--- src/rtl/dial_pkg.sv ---
package dial_pkg;

    typedef enum logic [2:0] {
        S_SLEEP,
        S_READY,
        S_WAIT,
        S_PAUSE,
        S_BREAK,
        S_PLAY
    } seq_st_e;

    localparam logic [4:0] K_PT        = 5'd12;
    localparam logic [4:0] K_PAUSE_L   = 5'd13;
    localparam logic [4:0] K_PAUSE_S   = 5'd14;
    localparam logic [4:0] K_SAVE      = 5'd15;
    localparam logic [4:0] K_ONE_REDIAL = 5'd16;
    localparam logic [4:0] K_RECALL    = 5'd17;

    localparam logic [3:0] E_PAUSE_L = 4'd13;
    localparam logic [3:0] E_PAUSE_S = 4'd14;

endpackage

--- src/rtl/dial_hook_filter.sv ---
module dial_hook_filter #(
    parameter int DEBOUNCE_MS = 150
) (
    input  logic clk,
    input  logic rst_n,
    input  logic tick_ms,
    input  logic hook_raw,
    output logic off_hook
);
    localparam int CW = $clog2(DEBOUNCE_MS + 1);

    typedef struct packed {
        logic          on_hook;
        logic [CW-1:0] cnt;
    } filt_t;

    filt_t r_q, r_d;

    always_comb begin
        r_d = r_q;
        if (hook_raw == r_q.on_hook) begin
            r_d.cnt = '0;
        end else if (tick_ms) begin
            if (r_q.cnt == CW'(DEBOUNCE_MS - 1)) begin
                r_d.on_hook = hook_raw;
                r_d.cnt     = '0;
            end else begin
                r_d.cnt = r_q.cnt + 1'b1;
            end
        end
    end

    always_ff @(posedge clk or negedge rst_n) begin
        if (!rst_n) begin
            r_q.on_hook <= 1'b1;
            r_q.cnt     <= '0;
        end else begin
            r_q <= r_d;
        end
    end

    assign off_hook = !r_q.on_hook;

    assert_cnt_bound_R1: assert property (@(posedge clk) disable iff (!rst_n)
        r_q.cnt < CW'(DEBOUNCE_MS));

    assert_change_needs_diff_R1: assert property (@(posedge clk) disable iff (!rst_n)
        (r_q.on_hook != $past(r_q.on_hook)) |-> ($past(hook_raw) == r_q.on_hook));

endmodule

--- src/rtl/dial_store.sv ---
module dial_store #(
    parameter int DEPTH = 32,
    parameter int AW    = $clog2(DEPTH)
) (
    input  logic          clk,
    input  logic          we,
    input  logic          wbank,
    input  logic [AW-1:0] waddr,
    input  logic [3:0]    wdata,
    input  logic          rbank,
    input  logic [AW-1:0] raddr,
    output logic [3:0]    rdata
);
    logic [1:0][3:0] bank_rd;

    for (genvar b = 0; b < 2; b++) begin : g_bank
        logic [3:0] cells [DEPTH];
        always_ff @(posedge clk) begin
            if (we && (wbank == 1'(b))) begin
                cells[waddr] <= wdata;
            end
        end
        assign bank_rd[b] = cells[raddr];
    end

    assign rdata = bank_rd[rbank];

endmodule

--- src/rtl/dial_seq_ctrl.sv ---
module dial_seq_ctrl
    import dial_pkg::*;
#(
    parameter int DEPTH          = 32,
    parameter int PAUSE_LONG_MS  = 3600,
    parameter int PAUSE_SHORT_MS = 2000,
    parameter int BREAK_MS       = 500,
    parameter int AW             = $clog2(DEPTH)
) (
    input  logic          clk,
    input  logic          rst_n,
    input  logic          tick_ms,
    input  logic          off_hook,
    input  logic          key_valid,
    input  logic [4:0]    key_code,
    input  logic          cmd_done,
    input  logic [3:0]    rd_data,
    output logic          rd_bank,
    output logic [AW-1:0] rd_addr,
    output logic          mem_we,
    output logic          mem_bank,
    output logic [AW-1:0] mem_addr,
    output logic [3:0]    mem_wdata,
    output logic          cmd_valid,
    output logic [3:0]    cmd_code,
    output logic          line_break
);
    localparam int LW   = $clog2(DEPTH + 1);
    localparam int MAXA = (PAUSE_LONG_MS > PAUSE_SHORT_MS) ? PAUSE_LONG_MS : PAUSE_SHORT_MS;
    localparam int MAXT = (MAXA > BREAK_MS) ? MAXA : BREAK_MS;
    localparam int CW   = $clog2(MAXT + 1);

    typedef struct packed {
        seq_st_e       st;
        logic          first;
        logic          started;
        logic [LW-1:0] rlen;
        logic          ovf;
        logic          saving;
        logic [LW-1:0] slen;
        logic          src;
        logic          playing;
        logic [LW-1:0] idx;
        logic [CW-1:0] cnt;
        logic          cmd_v;
        logic [3:0]    cmd_c;
        logic          brk;
    } ctrl_t;

    ctrl_t r_q, r_d;

    logic          redial_ok;
    logic [LW-1:0] play_len;
    seq_st_e       after;
    logic [CW-1:0] pause_lim;
    logic          key_pause;

    always_comb begin
        r_d       = r_q;
        r_d.cmd_v = 1'b0;
        mem_we    = 1'b0;
        mem_bank  = 1'b0;
        mem_addr  = '0;
        mem_wdata = key_code[3:0];
        rd_bank   = r_q.src;
        rd_addr   = r_q.idx[AW-1:0];
        redial_ok = (r_q.rlen != '0) && !r_q.ovf;
        play_len  = r_q.src ? r_q.slen : r_q.rlen;
        after     = (r_q.playing && (r_q.idx < play_len)) ? S_PLAY : S_READY;
        pause_lim = (r_q.cmd_c == E_PAUSE_S) ? CW'(PAUSE_SHORT_MS - 1) : CW'(PAUSE_LONG_MS - 1);
        key_pause = (key_code == K_PAUSE_L) || (key_code == K_PAUSE_S);

        if (!off_hook) begin
            r_d.st      = S_SLEEP;
            r_d.saving  = 1'b0;
            r_d.brk     = 1'b0;
            r_d.playing = 1'b0;
        end else begin
            unique case (r_q.st)
                S_SLEEP: begin
                    r_d.st      = S_READY;
                    r_d.first   = 1'b1;
                    r_d.started = 1'b0;
                end
                S_READY: begin
                    if (key_valid) begin
                        r_d.first = 1'b0;
                        if (key_code == K_SAVE) begin
                            r_d.saving = !r_q.saving;
                            if (!r_q.saving) r_d.slen = '0;
                        end else if (key_code == K_RECALL) begin
                            if (!r_q.saving && (r_q.slen != '0)) begin
                                r_d.st = S_PLAY; r_d.src = 1'b1;
                                r_d.idx = '0;    r_d.playing = 1'b1;
                            end
                        end else if (key_code == K_ONE_REDIAL) begin
                            if (!r_q.saving && redial_ok) begin
                                r_d.st = S_BREAK; r_d.brk = 1'b1;
                                r_d.cnt = '0;     r_d.src = 1'b0;
                            end
                        end else if (key_code <= K_PAUSE_S) begin
                            if (key_pause && r_q.first && !r_q.saving) begin
                                if (redial_ok) begin
                                    r_d.st = S_PLAY; r_d.src = 1'b0;
                                    r_d.idx = '0;    r_d.playing = 1'b1;
                                end
                            end else if (r_q.saving) begin
                                if (r_q.slen < LW'(DEPTH)) begin
                                    mem_we   = 1'b1;
                                    mem_bank = 1'b1;
                                    mem_addr = r_q.slen[AW-1:0];
                                    r_d.slen = r_q.slen + 1'b1;
                                end
                            end else begin
                                if (!r_q.started) begin
                                    mem_we = 1'b1; mem_addr = '0;
                                    r_d.rlen = LW'(1); r_d.ovf = 1'b0;
                                    r_d.started = 1'b1;
                                end else if (r_q.rlen < LW'(DEPTH)) begin
                                    mem_we = 1'b1; mem_addr = r_q.rlen[AW-1:0];
                                    r_d.rlen = r_q.rlen + 1'b1;
                                end else begin
                                    r_d.ovf = 1'b1;
                                end
                                r_d.cmd_v   = 1'b1;
                                r_d.cmd_c   = key_code[3:0];
                                r_d.cnt     = '0;
                                r_d.playing = 1'b0;
                                r_d.st      = key_pause ? S_PAUSE : S_WAIT;
                            end
                        end
                    end
                end
                S_BREAK: begin
                    if (tick_ms) begin
                        if (r_q.cnt == CW'(BREAK_MS - 1)) begin
                            r_d.brk = 1'b0; r_d.st = S_PLAY;
                            r_d.idx = '0;   r_d.playing = 1'b1;
                        end else begin
                            r_d.cnt = r_q.cnt + 1'b1;
                        end
                    end
                end
                S_PLAY: begin
                    r_d.cmd_v = 1'b1;
                    r_d.cmd_c = rd_data;
                    r_d.idx   = r_q.idx + 1'b1;
                    r_d.cnt   = '0;
                    r_d.st    = ((rd_data == E_PAUSE_L) || (rd_data == E_PAUSE_S)) ? S_PAUSE : S_WAIT;
                end
                S_WAIT: begin
                    if (cmd_done) begin
                        r_d.st = after;
                        if (after == S_READY) r_d.playing = 1'b0;
                    end
                end
                S_PAUSE: begin
                    if (tick_ms) begin
                        if (r_q.cnt == pause_lim) begin
                            r_d.st = after;
                            if (after == S_READY) r_d.playing = 1'b0;
                        end else begin
                            r_d.cnt = r_q.cnt + 1'b1;
                        end
                    end
                end
                default: r_d.st = S_SLEEP;
            endcase
        end
    end

    always_ff @(posedge clk or negedge rst_n) begin
        if (!rst_n) begin
            r_q       <= '0;
            r_q.st    <= S_SLEEP;
        end else begin
            r_q <= r_d;
        end
    end

    assign cmd_valid  = r_q.cmd_v;
    assign cmd_code   = r_q.cmd_c;
    assign line_break = r_q.brk;

    assert_len_bound_R8: assert property (@(posedge clk) disable iff (!rst_n)
        (r_q.rlen <= LW'(DEPTH)) && (r_q.slen <= LW'(DEPTH)));

    assert_break_quiet_R9: assert property (@(posedge clk) disable iff (!rst_n)
        r_q.brk |-> !r_q.cmd_v);

    assert_single_pulse_R3: assert property (@(posedge clk) disable iff (!rst_n)
        r_q.cmd_v |=> !r_q.cmd_v);

    assert_play_idx_R4: assert property (@(posedge clk) disable iff (!rst_n)
        (r_q.st == S_PLAY) |-> (r_q.idx < play_len));

    assert_wait_hold_R11: assert property (@(posedge clk) disable iff (!rst_n)
        (r_q.st == S_WAIT && off_hook && !cmd_done) |=> (r_q.st == S_WAIT && !r_q.cmd_v));

endmodule

--- src/rtl/dial_sequencer.sv ---
module dial_sequencer
    import dial_pkg::*;
#(
    parameter int DEPTH          = 32,
    parameter int DEBOUNCE_MS    = 150,
    parameter int PAUSE_LONG_MS  = 3600,
    parameter int PAUSE_SHORT_MS = 2000,
    parameter int BREAK_MS       = 500
) (
    input  logic       clk,
    input  logic       rst_n,
    input  logic       tick_ms,
    input  logic       hook_raw,
    input  logic       key_valid,
    input  logic [4:0] key_code,
    input  logic       cmd_done,
    output logic       cmd_valid,
    output logic [3:0] cmd_code,
    output logic       line_break,
    output logic       off_hook
);
    localparam int AW = $clog2(DEPTH);

    logic          rd_bank, mem_we, mem_bank;
    logic [AW-1:0] rd_addr, mem_addr;
    logic [3:0]    rd_data, mem_wdata;

    dial_hook_filter #(.DEBOUNCE_MS(DEBOUNCE_MS)) u_filter (
        .clk(clk), .rst_n(rst_n), .tick_ms(tick_ms),
        .hook_raw(hook_raw), .off_hook(off_hook)
    );

    dial_store #(.DEPTH(DEPTH), .AW(AW)) u_store (
        .clk(clk), .we(mem_we), .wbank(mem_bank), .waddr(mem_addr),
        .wdata(mem_wdata), .rbank(rd_bank), .raddr(rd_addr), .rdata(rd_data)
    );

    dial_seq_ctrl #(
        .DEPTH(DEPTH), .PAUSE_LONG_MS(PAUSE_LONG_MS),
        .PAUSE_SHORT_MS(PAUSE_SHORT_MS), .BREAK_MS(BREAK_MS), .AW(AW)
    ) u_ctrl (
        .clk(clk), .rst_n(rst_n), .tick_ms(tick_ms), .off_hook(off_hook),
        .key_valid(key_valid), .key_code(key_code), .cmd_done(cmd_done),
        .rd_data(rd_data), .rd_bank(rd_bank), .rd_addr(rd_addr),
        .mem_we(mem_we), .mem_bank(mem_bank), .mem_addr(mem_addr),
        .mem_wdata(mem_wdata), .cmd_valid(cmd_valid), .cmd_code(cmd_code),
        .line_break(line_break)
    );

    assert_sleep_quiet_R2: assert property (@(posedge clk) disable iff (!rst_n)
        !off_hook |=> (!cmd_valid && !line_break));

endmodule

--- config.mk ---
export PLATFORM = sky130hd
export DESIGN_NAME = dial_sequencer
export DESIGN_NICKNAME = d
export VERILOG_FILES = /design/src/rtl/dial_pkg.sv /design/src/rtl/dial_hook_filter.sv /design/src/rtl/dial_store.sv /design/src/rtl/dial_seq_ctrl.sv /design/src/rtl/dial_sequencer.sv
export SDC_FILE = /design/constraint.sdc
export NUM_CORES = 1
export LEC_CHECK = 0
export BUFFER_PORTS_ARGS = -buffer_cell sky130_fd_sc_hd__buf_2
export CAP_MARGIN = 20
export CORE_MARGIN = 2
export CORE_UTILIZATION = 60
export DETAILED_ROUTE_END_ITERATION = 12
export MAX_ROUTING_LAYER = met4
export PLACE_DENSITY = 0.76
export SYNTH_ARGS = -nofsm -noshare
export SYNTH_HDL_FRONTEND = slang
export SYNTH_HIERARCHICAL = 1
export SYNTH_SLANG_ARGS = --single-unit
export TNS_END_PERCENT = 5
--- constraint.sdc ---
create_clock -name clk -period 3.8 [get_ports clk]
set_input_delay 0.76 -clock clk [delete_from_list [all_inputs] [get_ports clk]]
set_output_delay 0.76 -clock clk [all_outputs]
set_load 0.01 [all_outputs]
Yosys cells after proc, flatten, opt, wreduce, memory -nomap -nowiden
Memory sizes are Yosys's and may differ from the RTL's.
Cells that the tools add are included.

storage, ports and cells
  RAM bits = 256
  logic and storage cells = 275
  memories kept = 2
  input bits = 11
  register bits after elaboration = 54
  output and inout bits = 7

memory list
  name                     words  bits a word  rd ports  clocked after Yosys merged registers in  wr ports  RTL line          RTL
  u_store.g_bank[0].cells  32     4            1         0                                        1         dial_store.sv:17  logic [3:0] cells [DEPTH];
  u_store.g_bank[1].cells  32     4            1         0                                        1         dial_store.sv:17

cells by class
  magnitude comparators = 5
  add/subtract/negate cells = 5
  equal/unequal tests = 67
  bitwise logic cells = 8
  muxes and demuxes = 127
  reductions and logical operators = 45

operators by type and width
  operator             number
  $mux 8               17
  $mux 12              6
  $mux 5               14
  $mux 6               10
  $mux 3               16
  $pmux 12 s4          1
  $mux 1               45
  $mux 45              1
  $mux 17              2
  $mux 31              1
  $reduce_and 10->1    3
  $ne 2x2->1 const B   14
  $ne 3x3->1 const B   9
  $reduce_and 9->1     3
  $mux 26              1
  $reduce_and 13->1    2
  $mux 7               3
  $ne 3x2->1 const B   7
  $mux 19              1
  $add 6x1->6 const B  3
  $mux 18              1
  $pmux 3 s6           1
  $pmux 6 s3           1
  $reduce_bool 2->1    9
  46 further kinds     86

Longest topological paths before layout
Gate-level depths: netlist (run 1).

  word-level depth = 16
  depth in mapped cells = 11
  gate-level depth less buffers = 8

Hierarchy
Netlist (run 1), hierarchy kept.

modules (own cells, without submodules)
  module            instances  cells each  seq. area each (µm²)  area each (µm²)
  dial_store        1          519         7687.4                10166.0
  dial_seq_ctrl     1          390         1126.1                3349.5
  dial_hook_filter  1          52          226.5                 526.8

Worst setup path before layout (run 1)
Ideal clock, no wire load.

  kind = input to register
  start = in key_code[2]
  end = mem u_store.g_bank[1].cells[11][0] (enable)
  data required time = 3.470 ns
  slack = 0.449 ns
  cell stages on the path = 10
  setup time = 0.330 ns
  path buffers = 4
  arrival = 3.021 ns
  cells stage by stage = buf_2 -> a41oi_2 -> nand4_1 -> or3_1 -> clkbuf_1 -> nor2_1 -> clkbuf_1 -> or3b_2 -> clkbuf_1 -> nor2_1

on the way
  elaborated cells between the ends (all ways) = 36

RTL lines
  what                             RTL line              RTL
  start, declared                  dial_sequencer.sv:15  input logic [4:0] key_code,
  $eq 5x4->1                       dial_seq_ctrl.sv:71   key_pause = (key_code == K_PAUSE_L) || (key_code == K_PAUSE_S);
  $logic_or 1x1->1                 dial_seq_ctrl.sv:71
  $logic_and 1x1->1 (2 in series)  dial_seq_ctrl.sv:102  if (key_pause && r_q.first && !r_q.saving) begin
  $mux 5                           dial_seq_ctrl.sv:102
  $mux 5                           dial_seq_ctrl.sv:101  end else if (key_code <= K_PAUSE_S) begin
  $mux 5                           dial_seq_ctrl.sv:96   end else if (key_code == K_ONE_REDIAL) begin
  $mux 5                           dial_seq_ctrl.sv:91   end else if (key_code == K_RECALL) begin
  $mux 5 (*)                       dial_seq_ctrl.sv:88   if (key_code == K_SAVE) begin
  $mux 5 (*)                       dial_seq_ctrl.sv:86   if (key_valid) begin
  $mux 5 (*)                       dial_seq_ctrl.sv:79   unique case (r_q.st)
  $mux 5 (*)                       dial_seq_ctrl.sv:73   if (!off_hook) begin
  net mem_addr[3]                  dial_sequencer.sv:25  logic [AW-1:0] rd_addr, mem_addr;
  end, declared                    dial_store.sv:17

Mark *: on every way through the listed nets, which the timed path passes. The rest lies on a longest branch.

Worst setup path in the final report (run 1)
  start = reg u_ctrl/r_q[44] in the netlist's numbering
  end = mem u_store.g_bank[1].cells[10][3] (enable)

on the way
  elaborated cells between the ends (all ways) = 10

RTL lines
  what                    RTL line              RTL
  start, declared         dial_seq_ctrl.sv:50   ctrl_t r_q, r_d;
  start signal, assigned  dial_seq_ctrl.sv:177  r_q <= r_d;
  $eq 3x1->1              dial_seq_ctrl.sv:79
  $mux 5                  dial_seq_ctrl.sv:79
  $mux 5                  dial_seq_ctrl.sv:73
  net mem_addr[1]         dial_sequencer.sv:25

The timed path passes the listed nets, and every way through them passes these cells.

==> results of run 1 <==
-- routing by layer --
metal | wire, um | share of wire | GRT usage | up-vias
met5 | 0 | 0 | - | -
met4 | 1176 | 0.038 | 0.09524 | 0
met3 | 2500 | 0.080 | 0.04157 | 86
met2 | 14890 | 0.48 | 0.4146 | 426
met1 | 12610 | 0.40 | 0.3755 | 4390
li1 | - | - | - | 3796
-- layout make-up --
class | count | share of cell area
sequential | 310 | 0.5849
multi-input combinational | 572 | 0.2964
clock buffer | 36 | 0.05138
tap | 313 | 0.02532
timing repair buffer | 48 | 0.02298
clock inverter | 22 | 0.01561
inverter | 14 | 0.003398
-- Yosys cell counts (14+ instances only) --
cell	instances
sky130_fd_sc_hd__nand2_1	51
sky130_fd_sc_hd__clkbuf_1	26
sky130_fd_sc_hd__buf_2	15
sky130_fd_sc_hd__o21ai_0	30
sky130_fd_sc_hd__edfxtp_1	256
sky130_fd_sc_hd__buf_4	16
sky130_fd_sc_hd__a21oi_1	17
sky130_fd_sc_hd__mux4_2	60
sky130_fd_sc_hd__dfrtp_1	53
sky130_fd_sc_hd__nor2_1	113
sky130_fd_sc_hd__mux2i_1	15
sky130_fd_sc_hd__nand3_1	35
sky130_fd_sc_hd__inv_1	14
-- flip-flops by register name, summed over array words and instances (netlist names) --
name	flops
u_ctrl/line_break	1
u_ctrl/r_q	33
u_ctrl/rd_addr	5
u_store/g_bank.cells	256
u_ctrl/cmd_valid	1
u_ctrl/rd_bank	1
u_filter/r_q	9
u_ctrl/cmd_code	4
-- through the flow --
stage	utilization	power [W]	std cells
2_1_floorplan	-	0.004819	961
3_3_place_gp	0.6335	0.005138	1257
3_5_place_dp	0.6335	0.005157	1257
4_1_cts	0.6789	0.008205	1315
5_1_grt	0.6789	0.008481	1315
6_report	0.6789	0.008167	1315
-- worst max-delay path: cells and delay by family, from the launching register on --
family           cells  cell delay, ns
DFF                  1            0.39
and+or+nand+nor      7            2.58
-- power by group through the flow --
stage	clock network (W)	registers, W	logic (W)
4_1_cts	0.00311	0.00398	0.00112
3_5_place_dp	0	0.00404	0.00111
6_report	0.00306	0.00398	0.00113
2_1_floorplan	0	0.00394	0.000880
5_1_grt	0.00325	0.00400	0.00124
3_3_place_gp	0	0.00404	0.00110
-- cells in the final DEF, fill, tap and decap left out, types with 6 or more instances in the layout --
master / count
sky130_fd_sc_hd__nand2_1: 51
sky130_fd_sc_hd__a21o_1: 9
sky130_fd_sc_hd__nand2b_1: 9
sky130_fd_sc_hd__o221ai_1: 8
sky130_fd_sc_hd__nor3_1: 8
sky130_fd_sc_hd__a211oi_1: 8
sky130_fd_sc_hd__ha_1: 13
sky130_fd_sc_hd__clkinv_2: 6
sky130_fd_sc_hd__and3_1: 9
sky130_fd_sc_hd__a31oi_1: 13
sky130_fd_sc_hd__o31ai_1: 12
sky130_fd_sc_hd__o211ai_1: 7
sky130_fd_sc_hd__nand3_1: 35
sky130_fd_sc_hd__a21oi_1: 17
sky130_fd_sc_hd__mux4_2: 60
sky130_fd_sc_hd__nor2b_1: 12
sky130_fd_sc_hd__buf_4: 28
sky130_fd_sc_hd__inv_1: 14
sky130_fd_sc_hd__buf_2: 17
sky130_fd_sc_hd__clkbuf_16: 31
sky130_fd_sc_hd__a22oi_1: 8
sky130_fd_sc_hd__dfrtp_1: 51
sky130_fd_sc_hd__nand4_1: 12
sky130_fd_sc_hd__o21ai_0: 30
sky130_fd_sc_hd__o22ai_1: 8
sky130_fd_sc_hd__nand3b_1: 8
sky130_fd_sc_hd__nor2_1: 113
sky130_fd_sc_hd__mux2_2: 13
sky130_fd_sc_hd__mux2i_1: 15
sky130_fd_sc_hd__edfxtp_1: 256
-- worst paths after layout --
kind / from / endpoint / slack (ns) / cells past startpoint
setup reg to reg: u_ctrl/r_q[44]$_DFFE_PN0P_ / u_store/g_bank[1].cells[10][3]$_DFFE_PP_ / 0.50 / 7
min in group clk: hook_raw / u_filter/r_q[8]$_DFFE_PN1P_ / 0.46 / 2
hold / removal: rst_n / u_ctrl/cmd_valid$_DFF_PN0_ / 0.28 / 1
hold reg to reg: u_filter/r_q[7]$_DFFE_PN0P_ / u_filter/r_q[7]$_DFFE_PN0P_ / 0.47 / 1
setup / recovery: u_ctrl/r_q[44]$_DFFE_PN0P_ / u_store/g_bank[1].cells[10][3]$_DFFE_PP_ / 0.50 / 7
max in group asynchronous: rst_n / u_ctrl/r_q[33]$_DFFE_PN0P_ / 2.82 / 2
-- cell families (layout without fill, tap and decap cells) --
kind of cell / Yosys count / after routing
buffers and inverters: 79 / 120
XOR/XNOR: 10 / 10
multiplexers: 88 / 88
adder cells (fa/ha/maj): 13 / 13
flip-flops: 310 / 310
AND/OR/NAND/NOR: 302 / 302
AO/OA/AOI/OAI: 159 / 159
==> results.txt, run 1 <==
----------------------------------------------------
[Yosys]
  Flip-flop cell with the highest count after synthesis ... sky130_fd_sc_hd__edfxtp_1
  Number of distinct library cells after synthesis ... 79
  Mapped Area ... 0.01404 mm^2
  Net count after synthesis ... about 1000
  Number of synthesized register bits ... 310
  Fraction of the mapped netlist area in compound gates ... 0.08180
  Area share of xor/xnor cells in the synthesized design ... 0.006237
  Mux cell area share after synthesis ... 0.1173
  Cell count after synthesis ... 961
  Share of flip-flops with an asynchronous set or reset after synthesis ... 0.1742
  Ranking of synthesized cells by area ... sky130_fd_sc_hd__edfxtp_1 55%, sky130_fd_sc_hd__mux4_2 9.6%, sky130_fd_sc_hd__dfrtp_1 9.4%, sky130_fd_sc_hd__nor2_1 3.0%, sky130_fd_sc_hd__nand2_1 1.4%
  Cell type contributing the most total cell area after synthesis ... sky130_fd_sc_hd__edfxtp_1
  Dominant combinational cell family by area after synthesis ... multiplexers
  Number of synthesized flops with an enable pin ... 256
  Simple-gate area share of the yosys netlist ... 0.1095
  Share of the yosys chip area belonging to registers ... 0.6438
  Yosys warning total ... 6
  Synthesized-area fraction occupied by adder cells ... 0.01158
  Yosys top cell area share ... 0.5474
  Average cell area after synthesis ... ~15 um^2

[Timing]
  Maximum clock rate ... 303.1 MHz
  Final critical delay including setup and external delays ... 3.299 ns
  Endpoints failing setup ... 0
  Worst Tran Pin Value ... 0.8674 ns
  Setup repair after global routing missed its margin ... false
  Number of pins exceeding their max-slew limit in the final report ... 0
  Crit path setup slack, layout ... 0.5005 ns
  Clk_skew ... 0.01820 ns
  Setup TNS ... 0 ns
  Period utilisation layout ... 0.8683
  Worst slack on hold paths ... about 0.28 ns
  Slew HR ... 0.4196
  Final count of hold timing violations ... 0

[Setup path]
  Signal arrival time at the worst endpoint ... roughly 3.5 ns
  Data required time at the worst endpoint ... 4.03 ns
  Slowest cell on crit path ... sky130_fd_sc_hd__or3_1
  Worst-path cell chain ... nor3b_2 > nand4_1 > or3_1 > nor2_1 > nor2b_1 > nand3_1 > nor2_1
  Start-to-end type of the worst setup path ... reg2reg
  CP dominant cell by count ... sky130_fd_sc_hd__nor2_1
  CP endpoint kind ... flip-flop
  Critical path launch point type ... flip-flop
  Top fanout value on the critical path ... 8
  Delay of the slowest cell on the worst path ... 0.52 ns

[Detailed routing]
  Final wirelength ... 31180 um
  DRC viols ... 0
  Ratio of routed vias to standard cells ... approximately 6.6
  Initial DRC Count ... a little over 1000
  Routed WL per cell ... 23.71 um
  Routed vias ... 8698
  Number of nets still failing antenna checks after routing ... 0
  Drt pass-1 iters ... 5

[Clock tree]
  Clock edge transition at the registers on the reported setup and hold paths ... 0.06 ns
  Clock tree root buffer cell ... sky130_fd_sc_hd__clkbuf_16
  Depth of the CTS H-tree ... 1
  Clock insertion delay at the later pin of the skew report ... 0.57 ns
  TritonCTS buffer count ... 31
  Number of hold buffers added after cts ... 0
  Clock sinks ... 310
  Post-CTS repair timing setup buffer count ... 0
  CTS tree ... done
  Resized Gates After CTS ... 0
  Bufs on Longest Clock Path ... 3

[Final layout]
  Total area of multi-input combinational cells ... 0.004584 mm^2
  Post-Layout Inst Area ... 0.01546 mm^2
  Layout Area Growth over Synthesis ... 10.13%
  Ratio of cells with drive above 1 in the final layout ... 0.1936
  Post-layout nets ... around 1000
  Number of diodes added for antenna fixing ... 0
  Filler Cells Inserted ... about 1600
  FF/Latch Area ... 0.009045 mm^2

[Placement]
  Pre-CTS worst setup slack ... 0.1310 ns
  Routability-driven placement congestion ratio ... 0.9233
  Placed inst area ... 0.01443 mm^2
  HPWL reported at the end of detailed placement ... a little over 20000 um
  Number of port buffers ... 17

[Global route]
  Global-route wire length before repair ... 48870 um
  Total global-route track usage ... 0.2704
  Number of global-route vias before repair ... 8389
  Pin count of the biggest net entering global routing ... 74
  Global route total overflow ... 0
  Number of antenna violations at the first check in global routing ... 0

[Power]
  Internal power ... 0.006035 W
  Power density relative to cell area ... between 500 and 600 mW/mm^2
  Fraction of power consumed by the clock network ... 0.375
  Proportion of total power due to net switching ... 0.2610
  Relative contribution of combinational cells to total power ... 0.138
  Flop pwr share ... 0.487
  LEAKAGE ... about 5.2 nW
  Worst voltage drop across the vdd grid ... ~0.36 mV
  Switching power ... roughly 0.0021 W

[Floorplanning]
  Floorplan die area ... 0.02464 mm^2
  Standard cell core area ... about 0.023 mm^2
  Die span in x ... 157.0 um
  Io pins ... 18
  Y dimension of the die ... ~160 um
  Row count ... 55
  Starting utilization of the core area ... 0.6165

[Status]
  Outcome ... complete, no violations

[Worst hold path]
  Worst Hold Class ... in2async

[Run]
  Max-cap violation count ... 0

----------------------------------------------------
No activity file was read; power rests on OpenSTA's default activity.
==> inputs of run 2 (changes only) <==
--- a/config.mk
+++ b/config.mk
@@ -12,6 +12,7 @@
 export DETAILED_ROUTE_END_ITERATION = 12
 export MAX_ROUTING_LAYER = met4
 export PLACE_DENSITY = 0.76
+export RECOVER_POWER = 100
 export SYNTH_ARGS = -nofsm -noshare
 export SYNTH_HDL_FRONTEND = slang
 export SYNTH_HIERARCHICAL = 1
==> run 2 against run 1 <==
  * The run now ends with capacitance limit, slew limit left
  * Utilization is 0.47 points lower
  * Maximum frequency is 6.3% lower
  * Clock skew is 0.0011 ns lower
  * Power is 0.31% lower
  * Register-to-register slack better by 0.03 ns
  * Non-clock buffer count stayed put
  * Cell count stayed put
  * First-iteration DRC count is 5.4% lower
  * Routed wire length hardly changed
  * Largest cell class unchanged
  * Highest routed layer unchanged
==> results.txt, run 2 (synthesis gave the netlist of run 1 again) <==
----------------------------------------------------
[Floorplanning]
  Y dimension of the die ... 157.0 um (unchanged)
  Row count ... 55 (unchanged)
  Die span in x ... 157.0 um (unchanged)
  Floorplan die area ... 0.02464 mm^2 (unchanged)
  Starting utilization of the core area ... 0.6165 (unchanged)
  Io pins ... 18 (unchanged)
  Standard cell core area ... 0.02278 mm^2 (unchanged)

[Clock tree]
  Bufs on Longest Clock Path ... 3 (unchanged)
  CTS tree ... done (unchanged)
  Number of hold buffers added after cts ... 0 (unchanged)
  Resized Gates After CTS ... 0 (unchanged)
  Depth of the CTS H-tree ... 1 (unchanged)
  Clock sinks ... 310 (unchanged)
  TritonCTS buffer count ... 31 (unchanged)
  Post-CTS repair timing setup buffer count ... 0 (unchanged)
  Clock insertion delay at the later pin of the skew report ... 0.57 ns (about the same)
  Clock edge transition at the registers on the reported setup and hold paths ... 0.06 ns (about the same)
  Clock tree root buffer cell ... sky130_fd_sc_hd__clkbuf_16 (unchanged)

[Detailed routing]
  Routed vias ... 8700 (was 8698)
  Ratio of routed vias to standard cells ... 6.616 (was 6.614)
  Number of nets still failing antenna checks after routing ... 0 (unchanged)
  Final wirelength ... 31180 um (about the same)
  Drt pass-1 iters ... 5 (unchanged)
  Initial DRC Count ... 972 (was 1027)
  Routed WL per cell ... 23.71 um (about the same)
  DRC viols ... 0 (unchanged)

[Timing]
  Worst Tran Pin Value ... 1.966 ns (was 0.8674 ns)
  Period utilisation layout ... 0.9269 (was 0.8683)
  Endpoints failing setup ... 0 (unchanged)
  Maximum clock rate ... 283.9 MHz (was 303.1 MHz)
  Final count of hold timing violations ... 0 (unchanged)
  Setup TNS ... 0 ns (unchanged)
  Final critical delay including setup and external delays ... 3.522 ns (was 3.299 ns)
  Clk_skew ... 0.01711 ns (was 0.01820 ns)
  Number of pins exceeding their max-slew limit in the final report ... 86 (was 0)
  Setup repair after global routing missed its margin ... false (unchanged)
  Crit path setup slack, layout ... 0.2779 ns (was 0.5005 ns)
  Slew HR ... -0.3109 (was 0.4196)

[Global route]
  Total global-route track usage ... 0.2704 (unchanged)
  Number of global-route vias before repair ... 8389 (unchanged)
  Global route total overflow ... 0 (unchanged)
  Number of antenna violations at the first check in global routing ... 0 (unchanged)
  Pin count of the biggest net entering global routing ... 74 (unchanged)
  Global-route wire length before repair ... 48870 um (unchanged)

[Worst hold path]
  Worst Hold Class ... in2reg (was in2async)
  Startpoint of the lowest-slack hold path ... hook_raw

[Power]
  Worst voltage drop across the vdd grid ... 0.3568 mV (was 0.3567 mV)
  Power density relative to cell area ... 530.2 mW/mm^2 (was 528.1 mW/mm^2)
  LEAKAGE ... 5.117 nW (was 5.207 nW)

[Setup path]
  Reg-to-reg critical path startpoint ... u_ctrl/r_q[44]$_DFFE_PN0P_ (unchanged)
  Worst setup path endpoint ... u_ctrl/r_q[11]$_DFFE_PN0P_ (was u_store/g_bank[1].cells[10][3]$_DFFE_PP_)
  Critical path launch point type ... input port (was flip-flop)
  Top fanout value on the critical path ... 25 (was 8)
  Data required time at the worst endpoint ... 4.25 ns (was 4.03 ns)
  Start-to-end type of the worst setup path ... in2reg (was reg2reg)
  Signal arrival time at the worst endpoint ... 3.97 ns (was 3.53 ns)
  Reg2reg setup slack ... 0.53 ns (was 0.50 ns)
  R2R depth ... 7 (unchanged)
  Reg2Reg Capture Point ... u_store/g_bank[1].cells[10][3]$_DFFE_PP_ (unchanged)
  Worst setup startpoint ... key_code[3] (was u_ctrl/r_q[44]$_DFFE_PN0P_)
  CP endpoint kind ... flip-flop (unchanged)

[Status]
  Outcome ... complete, but fails checks (was complete, no violations)
  Violations in the final reports ... capacitance limit, slew limit

[Placement]
  Number of port buffers ... 17 (unchanged)
  HPWL reported at the end of detailed placement ... 20170 um (unchanged)
  Pre-CTS worst setup slack ... 0.1310 ns (unchanged)
  Routability-driven placement congestion ratio ... 0.9233 (unchanged)
  Placed inst area ... 0.01443 mm^2 (unchanged)
  Inst Count DP ... 1257 (unchanged)

[Run]
  Max-cap violation count ... 3 (was 0)

[Final layout]
  Cell Count, Final, Fillers Out ... 1315 (unchanged)
  Most used cells in the layout excluding fill and tap cells ... 256 x sky130_fd_sc_hd__edfxtp_1, 113 x sky130_fd_sc_hd__nor2_1, 60 x sky130_fd_sc_hd__mux4_2 (unchanged)
  Top flop regs ... u_store/g_bank.cells (256), u_ctrl/r_q (33), u_filter/r_q (9) (unchanged)
  Flip-flop count of the largest register, all copies and words added ... 256 (unchanged)
  Post-Layout Inst Area ... 0.01536 mm^2 (was 0.01546 mm^2)
  Number of diodes added for antenna fixing ... 0 (unchanged)
  Ratio of cells with drive above 1 in the final layout ... 0.1637 (was 0.1936)
  Layout Area Growth over Synthesis ... 9.364% (was 10.13%)
  Final core utilization ... 0.6742 (was 0.6789)
  Top reg by flops ... u_store/g_bank.cells (unchanged)
  Post-layout nets ... 1001 (unchanged)
  Most frequent standard cell in the layout excluding fill and tap cells ... sky130_fd_sc_hd__edfxtp_1 (unchanged)

----------------------------------------------------
run 2: worst min path at each step:
stage | slack, ns | depth (start not counted) | endpoint
after floorplan | 0.44 | 1 | u_filter/r_q[7]$_DFFE_PN0P_
after global placement | 0.46 | 1 | u_filter/r_q[7]$_DFFE_PN0P_
after detailed placement | 0.46 | 1 | u_filter/r_q[7]$_DFFE_PN0P_
after CTS | 0.29 | 1 | u_ctrl/rd_addr[3]$_DFFE_PN0P_
after global routing | 0.44 | 2 | u_filter/r_q[8]$_DFFE_PN1P_
final | 0.46 | 2 | u_filter/r_q[8]$_DFFE_PN1P_
run 2: power by group:
| group | leakage, nW | internal, W | switching (W) |
|---|---|---|---|
| sequential | 3.02 | 0.00379 | 0.000183 |
| combinational | 1.60 | 0.000440 | 0.000664 |
| clock | 0.497 | 0.00178 | 0.00128 |
| total | 5.12 | 0.00602 | 0.00212 |
run 2: cell type report:
| type | instances | area [um^2] |
|---|---|---|
| timing repair buffer | 48 | 299.0 |
| clock buffer | 36 | 794.5 |
| multi-input combinational | 572 | 4536 |
| tap | 313 | 391.6 |
| clock inverter | 22 | 241.5 |
| fill | 1579 | 7421 |
| sequential | 310 | 9042 |
| inverter | 14 | 52.55 |
run 2: layer usage:
metal | up-vias | routed length, um | part of all wire | track usage
li1 | 3799 | - | - | -
met1 | 4384 | 12730 | 0.41 | 0.3755
met2 | 436 | 14960 | 0.48 | 0.4146
met3 | 81 | 2328 | 0.075 | 0.04157
met4 | 0 | 1161 | 0.037 | 0.09524
met5 | - | 0 | 0 | -
run 2: worst max-delay path: stages:
cell and delay [ns]:
sky130_fd_sc_hd__clkbuf_1 0.17, sky130_fd_sc_hd__buf_4 0.27, sky130_fd_sc_hd__nor4b_1 0.47, sky130_fd_sc_hd__clkbuf_1 0.34
sky130_fd_sc_hd__nand2_1 0.17, sky130_fd_sc_hd__a311oi_2 0.30, sky130_fd_sc_hd__nand3_1 0.47, sky130_fd_sc_hd__or3_1 0.65
sky130_fd_sc_hd__o41ai_1 0.36
run 2: through the flow:
step | total power (W) | hold slack (ns)
after floorplan | 0.004819 | 0.4429
after global routing | 0.008458 | 0.4441
final | 0.008142 | 0.4608
after CTS | 0.008205 | 0.2914
after global placement | 0.005138 | 0.4607
after detailed placement | 0.005157 | 0.4617
==> inputs of run 3 (changes only) <==
--- a/config.mk
+++ b/config.mk
@@ -13,6 +13,7 @@
 export MAX_ROUTING_LAYER = met4
 export PLACE_DENSITY = 0.76
 export RECOVER_POWER = 100
+export REMOVE_ABC_BUFFERS = 1
 export SYNTH_ARGS = -nofsm -noshare
 export SYNTH_HDL_FRONTEND = slang
 export SYNTH_HIERARCHICAL = 1
==> constraint.sdc (replaced) <==
create_clock -name clk -period 4.35 [get_ports clk]
set_input_delay 0.87 -clock clk [delete_from_list [all_inputs] [get_ports clk]]
set_output_delay 0.87 -clock clk [all_outputs]
set_load 0.01 [all_outputs]
==> run 3 against run 2 <==
  * The flow still finishes with violations (capacitance limit, slew limit)
  * Largest power group unchanged
  * Cell area decreased by 0.97%
  * Utilization shrank 0.65 points
  * First-iteration DRC count grew 2.6%
  * Via count fell by 1.8%
  * Critical path type unchanged
  * Critical path depth shrank 1
  * Worst setup slack better by 0.18 ns
  * Combinational power fell by 15%
  * Worst hold slack better by 0.0051 ns
  * Sequential cell count did not move
==> results.txt, run 3 (synthesis gave the netlist of run 1 again) <==
----------------------------------------------------
[Placement]
  Inst Count DP ... 1241 (was 1257)
  Number of port buffers ... 17 (unchanged)
  HPWL reported at the end of detailed placement ... 20290 um (was 20170 um)
  Routability-driven placement congestion ratio ... 0.9550 (was 0.9233)
  Placed inst area ... 0.01428 mm^2 (was 0.01443 mm^2)
  Pre-CTS worst setup slack ... 0.2842 ns (was 0.1310 ns)

[Global route]
  Global route total overflow ... 0 (unchanged)
  Pin count of the biggest net entering global routing ... 74 (unchanged)
  Total global-route track usage ... 0.2713 (was 0.2704)
  Number of global-route vias before repair ... 8224 (was 8389)
  Number of antenna violations at the first check in global routing ... 0 (unchanged)
  Global-route wire length before repair ... 48560 um (was 48870 um)

[Status]
  Violations in the final reports ... capacitance limit, slew limit (unchanged)
  Outcome ... complete, but fails checks (unchanged)

[Final layout]
  Most frequent standard cell in the layout excluding fill and tap cells ... sky130_fd_sc_hd__edfxtp_1 (unchanged)
  Cell Count, Final, Fillers Out ... 1296 (was 1315)
  Post-Layout Inst Area ... 0.01521 mm^2 (was 0.01536 mm^2)
  Most used cells in the layout excluding fill and tap cells ... 256 x sky130_fd_sc_hd__edfxtp_1, 113 x sky130_fd_sc_hd__nor2_1, 60 x sky130_fd_sc_hd__mux4_2 (unchanged)
  Top reg by flops ... u_store/g_bank.cells (unchanged)
  Layout Area Growth over Synthesis ... 8.304% (was 9.364%)
  Total area of multi-input combinational cells ... 0.004557 mm^2 (was 0.004536 mm^2)
  Ratio of cells with drive above 1 in the final layout ... 0.1599 (was 0.1637)
  Filler Cells Inserted ... 1559 (was 1579)
  Top flop regs ... u_store/g_bank.cells (256), u_ctrl/r_q (33), u_filter/r_q (9) (unchanged)
  Post-layout nets ... 985 (was 1001)
  FF/Latch Area ... 0.009044 mm^2 (was 0.009042 mm^2)
  Flip-flop count of the largest register, all copies and words added ... 256 (unchanged)

[Timing]
  Crit path setup slack, layout ... 0.4603 ns (was 0.2779 ns)
  Worst slack on hold paths ... 0.4659 ns (was 0.4608 ns)
  Period utilisation layout ... 0.8942
  Number of pins exceeding their max-slew limit in the final report ... 210 (was 86)
  Worst Tran Pin Value ... 3.203 ns (was 1.966 ns)
  Final count of hold timing violations ... 0 (unchanged)
  Endpoints failing setup ... 0 (unchanged)
  Maximum clock rate ... 257.1 MHz
  Setup repair after global routing missed its margin ... false (unchanged)
  Setup TNS ... 0 ns (unchanged)
  Clk_skew ... 0.03678 ns (was 0.01711 ns)
  Slew HR ... -1.135 (was -0.3109)
  Final critical delay including setup and external delays ... 3.890 ns

[Power]
  Fraction of power consumed by the clock network ... 0.369 (was 0.376)
  Relative contribution of combinational cells to total power ... 0.133 (was 0.136)
  Power density relative to cell area ... 463.0 mW/mm^2 (was 530.2 mW/mm^2)
  Internal power ... 0.005169 W (was 0.006017 W)
  Flop pwr share ... 0.498 (was 0.489)
  Switching power ... 0.001872 W (was 0.002124 W)
  LEAKAGE ... 5.051 nW (was 5.117 nW)
  Proportion of total power due to net switching ... 0.2659 (was 0.2609)
  Worst voltage drop across the vdd grid ... 0.3410 mV (was 0.3568 mV)

[Setup path]
  Worst setup startpoint ... key_code[2] (was key_code[3])
  Top fanout value on the critical path ... 20 (was 25)
  Reg-to-reg critical path startpoint ... u_ctrl/rd_addr[1]$_DFFE_PN0P_ (was u_ctrl/r_q[44]$_DFFE_PN0P_)
  CP endpoint kind ... flip-flop (unchanged)
  Critical path launch point type ... input port (unchanged)
  Worst-path cell chain ... buf_2 > clkbuf_1 > nor4b_4 > or3_1 > a21oi_1 > nor2b_1 > nand3_1 > nor2_1 (was clkbuf_1 > buf_4 > nor4b_1 > clkbuf_1 > nand2_1 > a311oi_2 > nand3_1 > or3_1 > o41ai_1)
  Start-to-end type of the worst setup path ... in2reg (unchanged)
  Data required time at the worst endpoint ... 4.57 ns (was 4.25 ns)
  Reg2Reg Capture Point ... u_ctrl/cmd_code[3]$_DFFE_PN0P_ (was u_store/g_bank[1].cells[10][3]$_DFFE_PP_)
  Reg2reg setup slack ... 0.59 ns (was 0.53 ns)
  Signal arrival time at the worst endpoint ... 4.11 ns (was 3.97 ns)
  R2R depth ... 7 (unchanged)
  Delay of the slowest cell on the worst path ... 0.76 ns (was 0.65 ns)
  Slowest cell on crit path ... sky130_fd_sc_hd__clkbuf_1 (was sky130_fd_sc_hd__or3_1)

[Run]
  Max-cap violation count ... 4 (was 3)

[Detailed routing]
  Final wirelength ... 31600 um (was 31180 um)
  Initial DRC Count ... 997 (was 972)
  Drt pass-1 iters ... 5 (unchanged)
  Routed WL per cell ... 24.38 um (was 23.71 um)
  Number of nets still failing antenna checks after routing ... 0 (unchanged)
  DRC viols ... 0 (unchanged)
  Ratio of routed vias to standard cells ... 6.594 (was 6.616)
  Routed vias ... 8546 (was 8700)

[Clock tree]
  Depth of the CTS H-tree ... 1 (unchanged)
  Clock edge transition at the registers on the reported setup and hold paths ... 0.06 ns (about the same)
  Resized Gates After CTS ... 0 (unchanged)
  Bufs on Longest Clock Path ... 3 (unchanged)
  Number of hold buffers added after cts ... 0 (unchanged)
  Clock sinks ... 310 (unchanged)
  TritonCTS buffer count ... 31 (unchanged)
  Clock tree root buffer cell ... sky130_fd_sc_hd__clkbuf_16 (unchanged)
  CTS tree ... done (unchanged)
  Post-CTS repair timing setup buffer count ... 0 (unchanged)
  Clock insertion delay at the later pin of the skew report ... 0.58 ns (was 0.57 ns)

[Floorplanning]
  Die span in x ... 157.0 um (unchanged)
  Y dimension of the die ... 157.0 um (unchanged)
  Starting utilization of the core area ... 0.6165 (unchanged)
  Floorplan die area ... 0.02464 mm^2 (unchanged)
  Io pins ... 18 (unchanged)
  Standard cell core area ... 0.02278 mm^2 (unchanged)
  Row count ... 55 (unchanged)

[Worst hold path]
  Destination of the worst hold path ... u_filter/r_q[7]$_DFFE_PN0P_ (was u_filter/r_q[8]$_DFFE_PN1P_)
  Worst Hold Class ... reg2reg (was in2reg)
  Hold path depth ... 1 (was 2)
  Startpoint of the lowest-slack hold path ... u_filter/r_q[7]$_DFFE_PN0P_ (was hook_raw)

----------------------------------------------------
==> run 3: cell count changes in the layout (fill, tap and decap cells not counted), sizes merged <==
cell	change
clkinv	+2
bufinv	-1
diode	+1
clkinvlp	-2
inv	-1
buf	-10
clkbuf	-8
==> run 3: cell type report <==
cell class,instances,area share
flip-flops and latches,310,0.5947
multi-input cells,572,0.2996
clock buffers,34,0.05175
well taps,313,0.02575
clock inverters,20,0.01308
repair buffers,32,0.01152
inverters,14,0.003455
diodes,1,0.0001645
==> run 3: metal layers <==
metal | GRT usage | up-vias | part of all wire
li1 | - | 3764 | -
met2 | 0.4010 | 442 | 0.45
met3 | 0.05259 | 72 | 0.094
met5 | - | - | 0
met4 | 0.08126 | 0 | 0.028
met1 | 0.3897 | 4268 | 0.43
==> run 3: per-stage QoR <==
step | utilization | total power [W]
after global routing | 0.6676 | 0.007293
after floorplan | - | 0.004129
final | 0.6677 | 0.007041
after detailed placement | 0.6271 | 0.004485
after global placement | 0.6271 | 0.004477
after CTS | 0.6704 | 0.007057
==> run 3: worst max-delay path by stage <==
stage	slack [ns]	end	depth (start not counted)
finish	0.46	u_store/g_bank[0].cells[19][2]$_DFFE_PP_	8
global route	0.26	u_store/g_bank[0].cells[19][2]$_DFFE_PP_	8
CTS	0.78	u_store/g_bank[0].cells[31][3]$_DFFE_PP_	7
detailed placement	0.28	u_store/g_bank[0].cells[3][3]$_DFFE_PP_	8
global placement	0.49	u_store/g_bank[0].cells[19][2]$_DFFE_PP_	8
floorplan	0.05	u_ctrl/r_q[42]$_DFFE_PN0P_	8
==> run 3: power by group through the flow <==
stage	registers [W]	logic, W	clock network, W
2_1_floorplan	0.00352	0.000610	0
3_3_place_gp	0.00356	0.000920	0
3_5_place_dp	0.00356	0.000927	0
4_1_cts	0.00350	0.000931	0.00263
5_1_grt	0.00352	0.00102	0.00275
6_report	0.00351	0.000935	0.00260
==> run 3: worst max-delay path: cells and delay by family <==
kind | cells | cell delay (ns)
AO/OA/AOI/OAI | 1 | 0.34
buffers and inverters | 2 | 0.85
AND/OR/NAND/NOR | 5 | 2.03
